### src/rtl/pmask_pkg.sv
package pmask_pkg;
  typedef enum logic [1:0] {
    CLS_ARITH = 2'd0,
    CLS_PMASK = 2'd1,
    CLS_OTHER = 2'd2,
    CLS_SPARE = 2'd3
  } ex_class_e;
endpackage

### src/rtl/pmask_select.sv
module pmask_select #(
  parameter int MASK_W = 8
) (
  input  logic              reg_is_zero,
  input  logic [MASK_W-1:0] mask_nz,
  input  logic [MASK_W-1:0] mask_z,
  output logic [MASK_W-1:0] chosen
);
  always_comb chosen = reg_is_zero ? mask_z : mask_nz;
endmodule

### src/rtl/pmask_shiftreg.sv
module pmask_shiftreg #(
  parameter int MASK_W = 8
) (
  input  logic              clk,
  input  logic              rst,
  input  logic              flush,
  input  logic              advance,
  input  logic              load,
  input  logic              cancel,
  input  logic [MASK_W-1:0] load_val,
  output logic [MASK_W-1:0] mask_q
);
  localparam logic [MASK_W-1:0] ALL_ONES = '1;

  logic [MASK_W-1:0] shifted;

  // Shift right by one place; a one enters at the top bit.
  generate
    for (genvar i = 0; i < MASK_W; i++) begin : g_shift
      if (i == MASK_W - 1) begin : g_top
        assign shifted[i] = 1'b1;
      end else begin : g_mid
        assign shifted[i] = mask_q[i+1];
      end
    end
  endgenerate

  always_ff @(posedge clk) begin
    if (rst || flush)   mask_q <= ALL_ONES;
    else if (load)      mask_q <= load_val;
    else if (cancel)    mask_q <= ALL_ONES;
    else if (advance)   mask_q <= shifted;
  end
endmodule

### src/rtl/pmask_gate.sv
module pmask_gate (
  input  logic ex_valid,
  input  logic mask_lsb,
  output logic ex_nullify,
  output logic ex_keep_valid
);
  always_comb begin
    ex_nullify    = ex_valid & ~mask_lsb;
    ex_keep_valid = ex_valid &  mask_lsb;
  end
endmodule

### src/rtl/pmask_nullifier.sv
module pmask_nullifier
  import pmask_pkg::*;
#(
  parameter int MASK_W = 8
) (
  input  logic              clk,
  input  logic              rst,
  input  logic              ex_valid,
  input  logic [1:0]        ex_class,
  input  logic [MASK_W-1:0] imm_mask_nz,
  input  logic [MASK_W-1:0] imm_mask_z,
  input  logic              reg_is_zero,
  input  logic              stall,
  input  logic              flush,
  output logic              ex_nullify,
  output logic              ex_keep_valid
);
  logic [MASK_W-1:0] state_q;
  logic [MASK_W-1:0] sel_mask;
  logic              advance, is_pm, is_arith, do_load, do_cancel;

  always_comb begin
    advance   = ex_valid & ~stall;
    is_pm     = (ex_class == CLS_PMASK);
    is_arith  = (ex_class == CLS_ARITH);
    // A mask instruction loads only when its own bit lets it run.
    do_load   = advance & is_pm & state_q[0];
    do_cancel = advance & ~do_load & ~is_arith;
  end

  pmask_select #(.MASK_W(MASK_W)) u_sel (
    .reg_is_zero (reg_is_zero),
    .mask_nz     (imm_mask_nz),
    .mask_z      (imm_mask_z),
    .chosen      (sel_mask)
  );

  pmask_shiftreg #(.MASK_W(MASK_W)) u_sr (
    .clk      (clk),
    .rst      (rst),
    .flush    (flush),
    .advance  (advance),
    .load     (do_load),
    .cancel   (do_cancel),
    .load_val (sel_mask),
    .mask_q   (state_q)
  );

  pmask_gate u_gate (
    .ex_valid      (ex_valid),
    .mask_lsb      (state_q[0]),
    .ex_nullify    (ex_nullify),
    .ex_keep_valid (ex_keep_valid)
  );
endmodule

### config.mk
export PLATFORM = sky130hd
export DESIGN_NAME = pmask_nullifier
export DESIGN_NICKNAME = d
export VERILOG_FILES = /design/src/rtl/pmask_pkg.sv /design/src/rtl/pmask_select.sv /design/src/rtl/pmask_shiftreg.sv /design/src/rtl/pmask_gate.sv /design/src/rtl/pmask_nullifier.sv
export SDC_FILE = /design/constraint.sdc
export NUM_CORES = 1
export LEC_CHECK = 0
export BUFFER_PORTS_ARGS = -buffer_cell sky130_fd_sc_hd__buf_2
export CAP_MARGIN = 10
export CORE_AREA = 2 2 39 41
export CTS_BUF_LIST = sky130_fd_sc_hd__clkbuf_8
export CTS_CLUSTER_SIZE = 12
export DETAILED_ROUTE_END_ITERATION = 16
export DIE_AREA = 0 0 41 43
export HOLD_SLACK_MARGIN = 0.1
export PLACE_DENSITY = 0.77
export RECOVER_POWER = 50
export SLEW_MARGIN = 10
export SYNTH_ARGS = -nofsm -noshare
export SYNTH_HDL_FRONTEND = slang
export SYNTH_HIERARCHICAL = 1
export SYNTH_SLANG_ARGS = --single-unit
### constraint.sdc
create_clock -name clk -period 2 [get_ports clk]
set_clock_uncertainty 0.1 [all_clocks]
set_input_delay 0.2 -clock clk [delete_from_list [all_inputs] [get_ports clk]]
set_output_delay 0.2 -clock clk [all_outputs]
set_load 0.02 [all_outputs]
==> results.md, run 1 <==
- Crit path time final: 1640 ps
- H-tree Lvls: 1
- Fin Setup TNS: 0 ps
- Leak Pwr: 0.000365 uW
- Vias in the first global route: 420
- Area Overhead vs Synth: 26.9%
- Pre-antenna DRT Iters: 2
- Final Hold Viols: 0
- Mapped Cells: 53
- CTS tree: built
- # nets final: 103
- Crit Path Max Fanout: 12
- Max reg flops: 8
- Post-layout util: 53.3%
- Overall die area: 0.00176 mm2
- Height of the die: 43 um
- Top-Level Pins: 26
- Worst hold slack: 236 ps
- Largest reg by FF count: u_sr/mask_q
- Max cap viols: 0
- Total track usage: 14.8%
- Input/output buffers: 25
- Gpl congestion: 0.760
- Post-CTS sizing: 0
- # rows: 14
- DRC violations left: 0
- Period utilization: 82.2%
- Netlist cell types: 19
- CTS root buffer: clkbuf_8
- WP data arrival: 1660 ps
- Global-route wire length before repair: 1.66 mm
- Slew headroom: 69.8%
- Initial Util: 42.0%
- Maximum vdd ir drop: 0.275 mV
- Syn_nets: 77
- Clock Latency Late Sink: 230 ps
- Share of layout cells above drive strength 1: 49.4%
- Crit path launch type: primary input
- Initial antenna violation count: 0
- Vias per inst: 5.44
- Remaining antenna violation count: 0
- CP Class: in2reg
- Min-Delay Path Class: in2reg
- Core outline area: 0.00138 mm2
- Pwr/cell area: 625 mW/mm2
- Outcome: finished clean
- Fillers: 133
- Setup WS pre-CTS: 154 ps
- Synth top area cells: dfxtp_1, mux2_4, a221o_1, a211o_1, nand2b_1
- Diode count: 0
- Per-cell routed wire length: 11.5 um
- Buffer levels on the longest clock path: 2
- Worst-path clk slew: 40 ps
- Register area share after synthesis: 27.5%
- Routed wire length: 1.07 mm
- Total CTS buffers: 3
- Setup Buffers After CTS: 0
- Post-route worst setup slack: 356 ps
- Fmax: 0.608 GHz
- RSZ-0062 raised after global routing: no
- Synth area leader: dfxtp_1
- Grt ovf: 0
- Slew @ Worst Pin: 450 ps
- Worst setup EP type: flop
- Setup violators final: 0
- Post-Synthesis Cell Area: 582 um2
- Largest regs: u_sr/mask_q (8)
- Max Slew Vio Count: 0
- Worst Path Required: 2010 ps
- Synth Register Bits: 8
- Post-synth top area share: 27.5%
- Die boundary width: 41 um
- DR vias: 506
- Clock sinks: 8
- Synth warn: 6
- Largest net degree at the start of global routing: 13
- Initial DRC count: 4
- CTS Hold Bufs: 0
- Synthesized area per cell: 11.0 um2
## cell type report
| type | count | area (um2) | share of cell area, % |
|---|---|---|---|
| multi-input combinational | 40 | 388 | 52.5 |
| sequential | 8 | 160 | 21.7 |
| clock buffer | 3 | 41.3 | 5.59 |
| timing repair buffer | 26 | 129 | 17.5 |
| tap | 16 | 20.0 | 2.71 |
## per-layer routing
metal  track usage (%)  wire, um
met1              16.6       485
met5                 0         0
met2              19.7       462
met3              4.71        71
met4              16.0        48
## logic make-up after synthesis
| family | after synthesis | synth area share [%] |
|---|---|---|
| compound gates | 16 | 25.2 |
| buf+inv | 5 | 5.81 |
| flops | 8 | 27.5 |
| mux | 8 | 20.6 |
| simple gates | 16 | 20.9 |
## final timing paths
check | from | end | slack, ps | cells past startpoint
max reg2reg | u_sr/mask_q[0] | u_sr/mask_q[3] | 360 | 4
min | imm_mask_z[7] | u_sr/mask_q[7] | 240 | 4
max | ex_valid | u_sr/mask_q[0] | 360 | 5
min reg2reg | u_sr/mask_q[4] | u_sr/mask_q[4] | 390 | 1
## per-stage QoR
| stage | cell area [um2] | total power (uW) | instances |
|---|---|---|---|
| floorplan | 582 | 241 | 53 |
| global placement | 701 | 268 | 90 |
| finish | 738 | 461 | 93 |
| detailed placement | 701 | 270 | 90 |
| global route | 738 | 482 | 93 |
| CTS | 742 | 469 | 93 |
## synth_stat cells
cell type and number:
dfxtp_1 8, nor4_1 1, a211o_1 7, nor2b_1 2, nand2b_1 5, a221o_1 7
nor2b_4 1, clkbuf_1 1, o21a_1 1, and4b_1 1, and2_2 1, and2b_2 1
buf_6 2, or2_1 1, buf_1 2, nor3_2 1, o21bai_1 1, or2b_1 2
mux2_4 8
## where the power goes
part	total [uW]	internal (uW)	switching (uW)	leakage (uW)
logic	95.3	59.1	36.2	0.000278
registers	170	167	3.71	0.0000654
clock network	196	131	65.2	0.0000216
## critical path: stages
cell	delay [ps]
clkbuf_1	100
nor2b_4	290
and4b_1	480
or2b_1	260
a221o_1	320
## cells in the final DEF, fill, tap and decap left out
cell type and n:
or2b_1 2, and4b_1 1, nor3_2 1, clkbuf_1 3, buf_2 22, clkbuf_8 3, nand2b_1 5, a211o_1 7
nor2b_4 1, nor4_1 1, or2_1 1, mux2_4 8, o21a_1 1, dfxtp_1 8, and2b_2 1, buf_4 1
a221o_1 7, nor2b_1 2, o21bai_1 1, and2_2 1
No activity file was read; power rests on OpenSTA's default activity.
==> run 2, diff against run 1 <==
==> constraint.sdc (replaced) <==
create_clock -name clk -period 1.7 [get_ports clk]
set_clock_uncertainty 0.1 [all_clocks]
set_input_delay 0.17 -clock clk [delete_from_list [all_inputs] [get_ports clk]]
set_output_delay 0.17 -clock clk [all_outputs]
set_load 0.02 [all_outputs]
==> run 2 against run 1 <==
  * Hold slack worse by 24 ps
  * Sequential power up 18%
  * Final area up 1.7%
  * Flip-flop and latch count unchanged
  * Global-route usage up 0.27 points
  * Worst setup slack worse by 280 ps
  * Non-clock buffer count up 2
  * Critical path depth down 1
  * Critical path type is now reg2reg
  * Highest routed layer unchanged
==> results.md, run 2 (same netlist as run 1, synthesis figures left out) <==
- Outcome: finished clean
- Clock power share: 41.6% (-0.8 points)
- CTS tree: built
- Initial Util: 42.0% (unchanged)
- Remaining antenna violation count: 0 (unchanged)
- Final Hold Viols: 0 (unchanged)
- WP data arrival: 1630 ps (-30 ps)
- Clock sinks: 8 (unchanged)
- Diode count: 0 (unchanged)
- Vias per inst: 5.40 (-0.75%)
- Placed cell count: 92 (+2.2%)
- Crit Path Max Fanout: 10 (-2)
- Crit path time final: 1620 ps
- Max cap viols: 0 (unchanged)
- Per-cell routed wire length: 11.5 um (about the same)
- Area Overhead vs Synth: 29.0%
- Global-route wire length before repair: 1.76 mm (+5.8%)
- Worst Path Required: 1710 ps (-300 ps)
- Leak Pwr: 0.000374 uW (+2.5%)
- Max Slew Vio Count: 0 (unchanged)
- DP HPWL: 890 um
- Comb pwr share: 21.2% (+0.5 points)
- CTS root buffer: clkbuf_8
- Vias in the first global route: 446 (+6.2%)
- Slew @ Worst Pin: 438 ps (-12.0 ps)
- Die boundary width: 41 um (unchanged)
- Buffer levels on the longest clock path: 2 (unchanged)
- Largest regs: u_sr/mask_q (8)
- Delay of the slowest critical-path stage: 330 ps (-150 ps)
- DR vias: 513 (+1.4%)
- Total track usage: 15.1% (+0.27 points)
- Pre-antenna DRT Iters: 4 (+2)
- Input/output buffers: 25 (unchanged)
- Setup Buffers After CTS: 0 (unchanged)
- Top-Level Pins: 26 (unchanged)
- Grt ovf: 0 (unchanged)
- Largest net degree at the start of global routing: 11 (-2)
- Routed wire length: 1.09 mm (+2.2%)
- RSZ-0062 raised after global routing: no
- Initial DRC count: 11 (+7)
- # nets final: 105 (+1.9%)
- # rows: 14 (unchanged)
- Pwr/cell area: 719 mW/mm2 (+15%)
- Fmax: 0.617 GHz
- Share of layout cells above drive strength 1: 50.6% (+1.3 points)
- Initial antenna violation count: 0 (unchanged)
- H-tree Lvls: 1 (unchanged)
- Fillers: 129 (-3.0%)
- Slew headroom: 70.6% (+0.80 points)
- NetSw: 119 uW (+13%)
- Setup WS pre-CTS: 35.8 ps (-118 ps)
- Largest reg by FF count: u_sr/mask_q
- Crit. Startpoint: u_sr/mask_q[0]
- Worst path slowest cell: dfxtp_1
- Sequential power share: 37.2% (+0.3 points)
- Fin Setup TNS: 0 ps (unchanged)
- Finished Layout Cells: 95 (+2.2%)
- Most common cell after layout, fill and taps aside: buf_2
- Max reg flops: 8 (unchanged)
- Total CTS buffers: 3 (unchanged)
- Height of the die: 43 um (unchanged)
- Period utilization: 95.3%
- Worst-path cell chain: and4b_1 -> buf_4 -> a211o_1 -> a221o_1
- Overall die area: 0.00176 mm2 (unchanged)
- Core outline area: 0.00138 mm2 (unchanged)
- Worst setup EP type: flop
- Post-CTS sizing: 0 (unchanged)
- Min-Delay Path Class: in2reg
- Post-route worst setup slack: 79.5 ps (-277 ps)
- CP Class: reg2reg
- Worst r2r src: u_sr/mask_q[0]
- Internal power: 421 uW (+18%)
- DRC violations left: 0 (unchanged)
- Crit path launch type: flop
- Worst-path clk slew: 40 ps (about the same)
- Gpl congestion: 0.774 (+1.8%)
- Maximum vdd ir drop: 0.330 mV (+20%)
- Setup violators final: 0 (unchanged)
- Clock Latency Late Sink: 230 ps (about the same)
- CTS Hold Bufs: 0 (unchanged)
- Sw frac: 22.0% (-0.75 points)
- Critical hold path startpoint: imm_mask_z[7]
- Leading cell types in the layout, fill and taps excluded: buf_2, mux2_4, dfxtp_1, a211o_1, a221o_1
## run 2: power by group through the flow
stage / clock network [uW] / logic [uW] / registers [uW]
finish: 224 / 115 / 201
global route: 245 / 125 / 202
CTS: 230 / 117 / 201
detailed placement: 0 / 116 / 204
global placement: 0 / 114 / 204
floorplan: 0 / 81.3 / 202
## run 2: per-stage QoR
step | utilization, % | area, um2 | hold WS, ps | power, uW
final | 54.2 | 751 | 212 | 540
after global routing | 54.2 | 751 | 230 | 572
after CTS | 54.7 | 757 | 216 | 547
after detailed placement | 51.7 | 716 | 380 | 320
after global placement | 51.7 | 716 | 376 | 317
after floorplan | - | 582 | 343 | 284
## run 2: cell type report
class / instances / area (um2) / area share, %
multi-input combinational: 40 / 388 / 51.7
sequential: 8 / 160 / 21.3
timing repair buffer: 28 / 141 / 18.8
clock buffer: 3 / 41.3 / 5.50
tap: 16 / 20.0 / 2.67
## run 2: critical path: cells and delay by family, from the launching register on
family          cells  cell delay (ps)
buf+inv             1              200
compound gates      2              580
simple gates        1              300
flops               1              330
## run 2: routing by layer
metal	track usage (%)	vias up	routed length (um)
met5	0	-	0
met4	12.0	0	29
met3	4.71	4	82
met2	21.6	25	505
met1	17.4	228	473
li1	-	256	-
## run 2: worst paths after layout
path                          to  slack (ps)  cells past startpoint
setup reg to reg  u_sr/mask_q[6]          80                      4
hold / removal    u_sr/mask_q[7]         210                      4
setup / recovery  u_sr/mask_q[6]          80                      4
hold reg to reg   u_sr/mask_q[3]         390                      1
==> run 3, diff against run 2 <==
==> constraint.sdc (replaced) <==
create_clock -name clk -period 1.95 [get_ports clk]
set_clock_uncertainty 0.1 [all_clocks]
set_input_delay 0.195 -clock clk [delete_from_list [all_inputs] [get_ports clk]]
set_output_delay 0.195 -clock clk [all_outputs]
set_load 0.02 [all_outputs]
==> run 3 against run 2 <==
  * Hold slack better by 24 ps
  * Sequential share of layout area increased by 0.32 points
  * Sequential power fell by 13%
  * Die area unchanged
  * Count of clock-buffer cells in the layout did not move
  * Power fell by 14%
  * Critical path type unchanged
==> results.md, run 3 (same netlist as run 1, synthesis figures left out) <==
- Vias in the first global route: 376 (-16%)
- Period utilization: 83.3% (-12 points)
- Leak Pwr: 0.000364 uW (-2.5%)
- Worst-path clk slew: 40 ps (about the same)
- Outcome: finished clean
- Largest regs: u_sr/mask_q (8)
- Vias per inst: 5.13 (-5.0%)
- Share of layout cells above drive strength 1: 48.7% (-1.9 points)
- # rows: 14 (unchanged)
- Pwr/cell area: 631 mW/mm2 (-12%)
- Setup violators final: 0 (unchanged)
- Sequential power share: 37.5% (+0.3 points)
- NetSw: 102 uW (-15%)
- Die boundary width: 41 um (unchanged)
- Top-Level Pins: 26 (unchanged)
- Total CTS buffers: 3 (unchanged)
- Gpl congestion: 0.802 (+3.6%)
- Worst Path Required: 1960 ps (+250 ps)
- Total power: 467 uW (-14%)
- CTS Hold Bufs: 0 (unchanged)
- Routed wire length: 1.04 mm (-4.7%)
- CTS root buffer: clkbuf_8
- # nets final: 104 (-0.95%)
- Comb pwr share: 20.9% (-0.3 points)
- Post-CTS sizing: 0 (unchanged)
- RSZ-0062 raised after global routing: no
- Min-Delay Path Class: in2reg
- Input/output buffers: 25 (unchanged)
- Leading cell types in the layout, fill and taps excluded: buf_2, mux2_4, dfxtp_1, a211o_1, a221o_1
- Area Overhead vs Synth: 27.1%
- Post-DP Area: 708 um2 (-1.0%)
- CP Class: reg2reg
- CTS tree: built
- Core outline area: 0.00138 mm2 (unchanged)
- Crit Path Max Fanout: 10 (unchanged)
- Setup WS pre-CTS: 142 ps (+106 ps)
- Sw frac: 21.8% (-0.25 points)
- Buffer levels on the longest clock path: 2 (unchanged)
- Final Hold Viols: 0 (unchanged)
- Clock power share: 41.6% (about the same)
- Global-route wire length before repair: 1.53 mm (-13%)
- DR vias: 482 (-6.0%)
- Crit path time final: 1630 ps (+4.75 ps)
- Setup Buffers After CTS: 0 (unchanged)
- Overall die area: 0.00176 mm2 (unchanged)
- Diode count: 0 (unchanged)
- Max cap viols: 0 (unchanged)
- Height of the die: 43 um (unchanged)
- Fin Setup TNS: 0 ps (unchanged)
- Grt ovf: 0 (unchanged)
- Placed cell count: 91 (-1.1%)
- Worst-path cell chain: and4b_1 -> clkbuf_1 -> a211o_1 -> a221o_1
- Largest net degree at the start of global routing: 12 (+1)
- Maximum vdd ir drop: 0.283 mV (-14%)
- Initial DRC count: 8 (-3)
- Worst r2r path cells: 4 (unchanged)
- Slew headroom: 68.9% (-1.7 points)
- Crit path launch type: flop
- Pre-antenna DRT Iters: 4 (unchanged)
- DRC violations left: 0 (unchanged)
- Per-cell routed wire length: 11.1 um (-3.7%)
- Final instance area: 739 um2 (-1.5%)
- Internal power: 365 uW (-13%)
- Most common cell after layout, fill and taps aside: buf_2
- Total track usage: 13.6% (-1.5 points)
- WP data arrival: 1630 ps (about the same)
- Clock sinks: 8 (unchanged)
- Slew @ Worst Pin: 463 ps (+25.3 ps)
- Max reg flops: 8 (unchanged)
- Max Slew Vio Count: 0 (unchanged)
- H-tree Lvls: 1 (unchanged)
- WHS Path Cells: 4 (unchanged)
- Clock Latency Late Sink: 230 ps (about the same)
- Post-route worst setup slack: 325 ps (+245 ps)
- Initial antenna violation count: 0 (unchanged)
- Largest reg by FF count: u_sr/mask_q
- Delay of the slowest critical-path stage: 330 ps (about the same)
- Worst path slowest cell: dfxtp_1
- Initial Util: 42.0% (unchanged)
- Worst setup EP type: flop
- Fmax: 0.615 GHz (-0.29%)
- Remaining antenna violation count: 0 (unchanged)
- Finished Layout Cells: 94 (-1.1%)
==> run 3: cell count changes in the layout (fill, tap and decap cells not counted) <==
cell,previous run,this run
buf_4,2,0
clkbuf_1,3,4
==> run 3: metal layers <==
metal / part of all wire (%) / vias to the layer above / wire, um / GRT usage, %
met3: 6.6 / 0 / 69 / 4.71
met2: 46 / 21 / 475 / 17.8
li1: - / 259 / - / -
met1: 48 / 202 / 494 / 15.6
met4: 0 / 0 / 0 / 14.0
met5: 0 / - / 0 / 0
==> run 3: worst max-delay path, delay by kind of cell, from the launching register on <==
family	cells	cell delay, ps
AO/OA/AOI/OAI	2	580
buffers and inverters	1	200
flip-flops	1	330
AND/OR/NAND/NOR	1	300
==> run 3: final timing paths <==
kind | startpoint | endpoint | slack (ps)
setup / recovery | u_sr/mask_q[0] | u_sr/mask_q[3] | 320
hold / removal | imm_mask_z[7] | u_sr/mask_q[7] | 240
setup reg to reg | u_sr/mask_q[0] | u_sr/mask_q[3] | 320
hold reg to reg | u_sr/mask_q[1] | u_sr/mask_q[1] | 390
==> run 3: power by group through the flow <==
stage	Clock, uW	Sequential (uW)	Combinational (uW)
6_report	194	175	97.5
5_1_grt	212	176	105
4_1_cts	200	175	99.6
3_5_place_dp	0	178	99.4
3_3_place_gp	0	177	97.9
2_1_floorplan	0	176	70.9
==> run 3: stage by stage <==
stage                     util, %  hold WS, ps
after floorplan                 -          358
after global placement       51.2          372
final                        53.4          236
after CTS                    54.2          241
after global routing         53.4          254
after detailed placement     51.2          379
==> run 3: layout make-up <==
| class | instances | area [um2] |
|---|---|---|
| fill | 139 | 644 |
| multi-input combinational | 40 | 388 |
| sequential | 8 | 160 |
| timing repair buffer | 27 | 130 |
| clock buffer | 3 | 41.3 |
| tap | 16 | 20.0 |
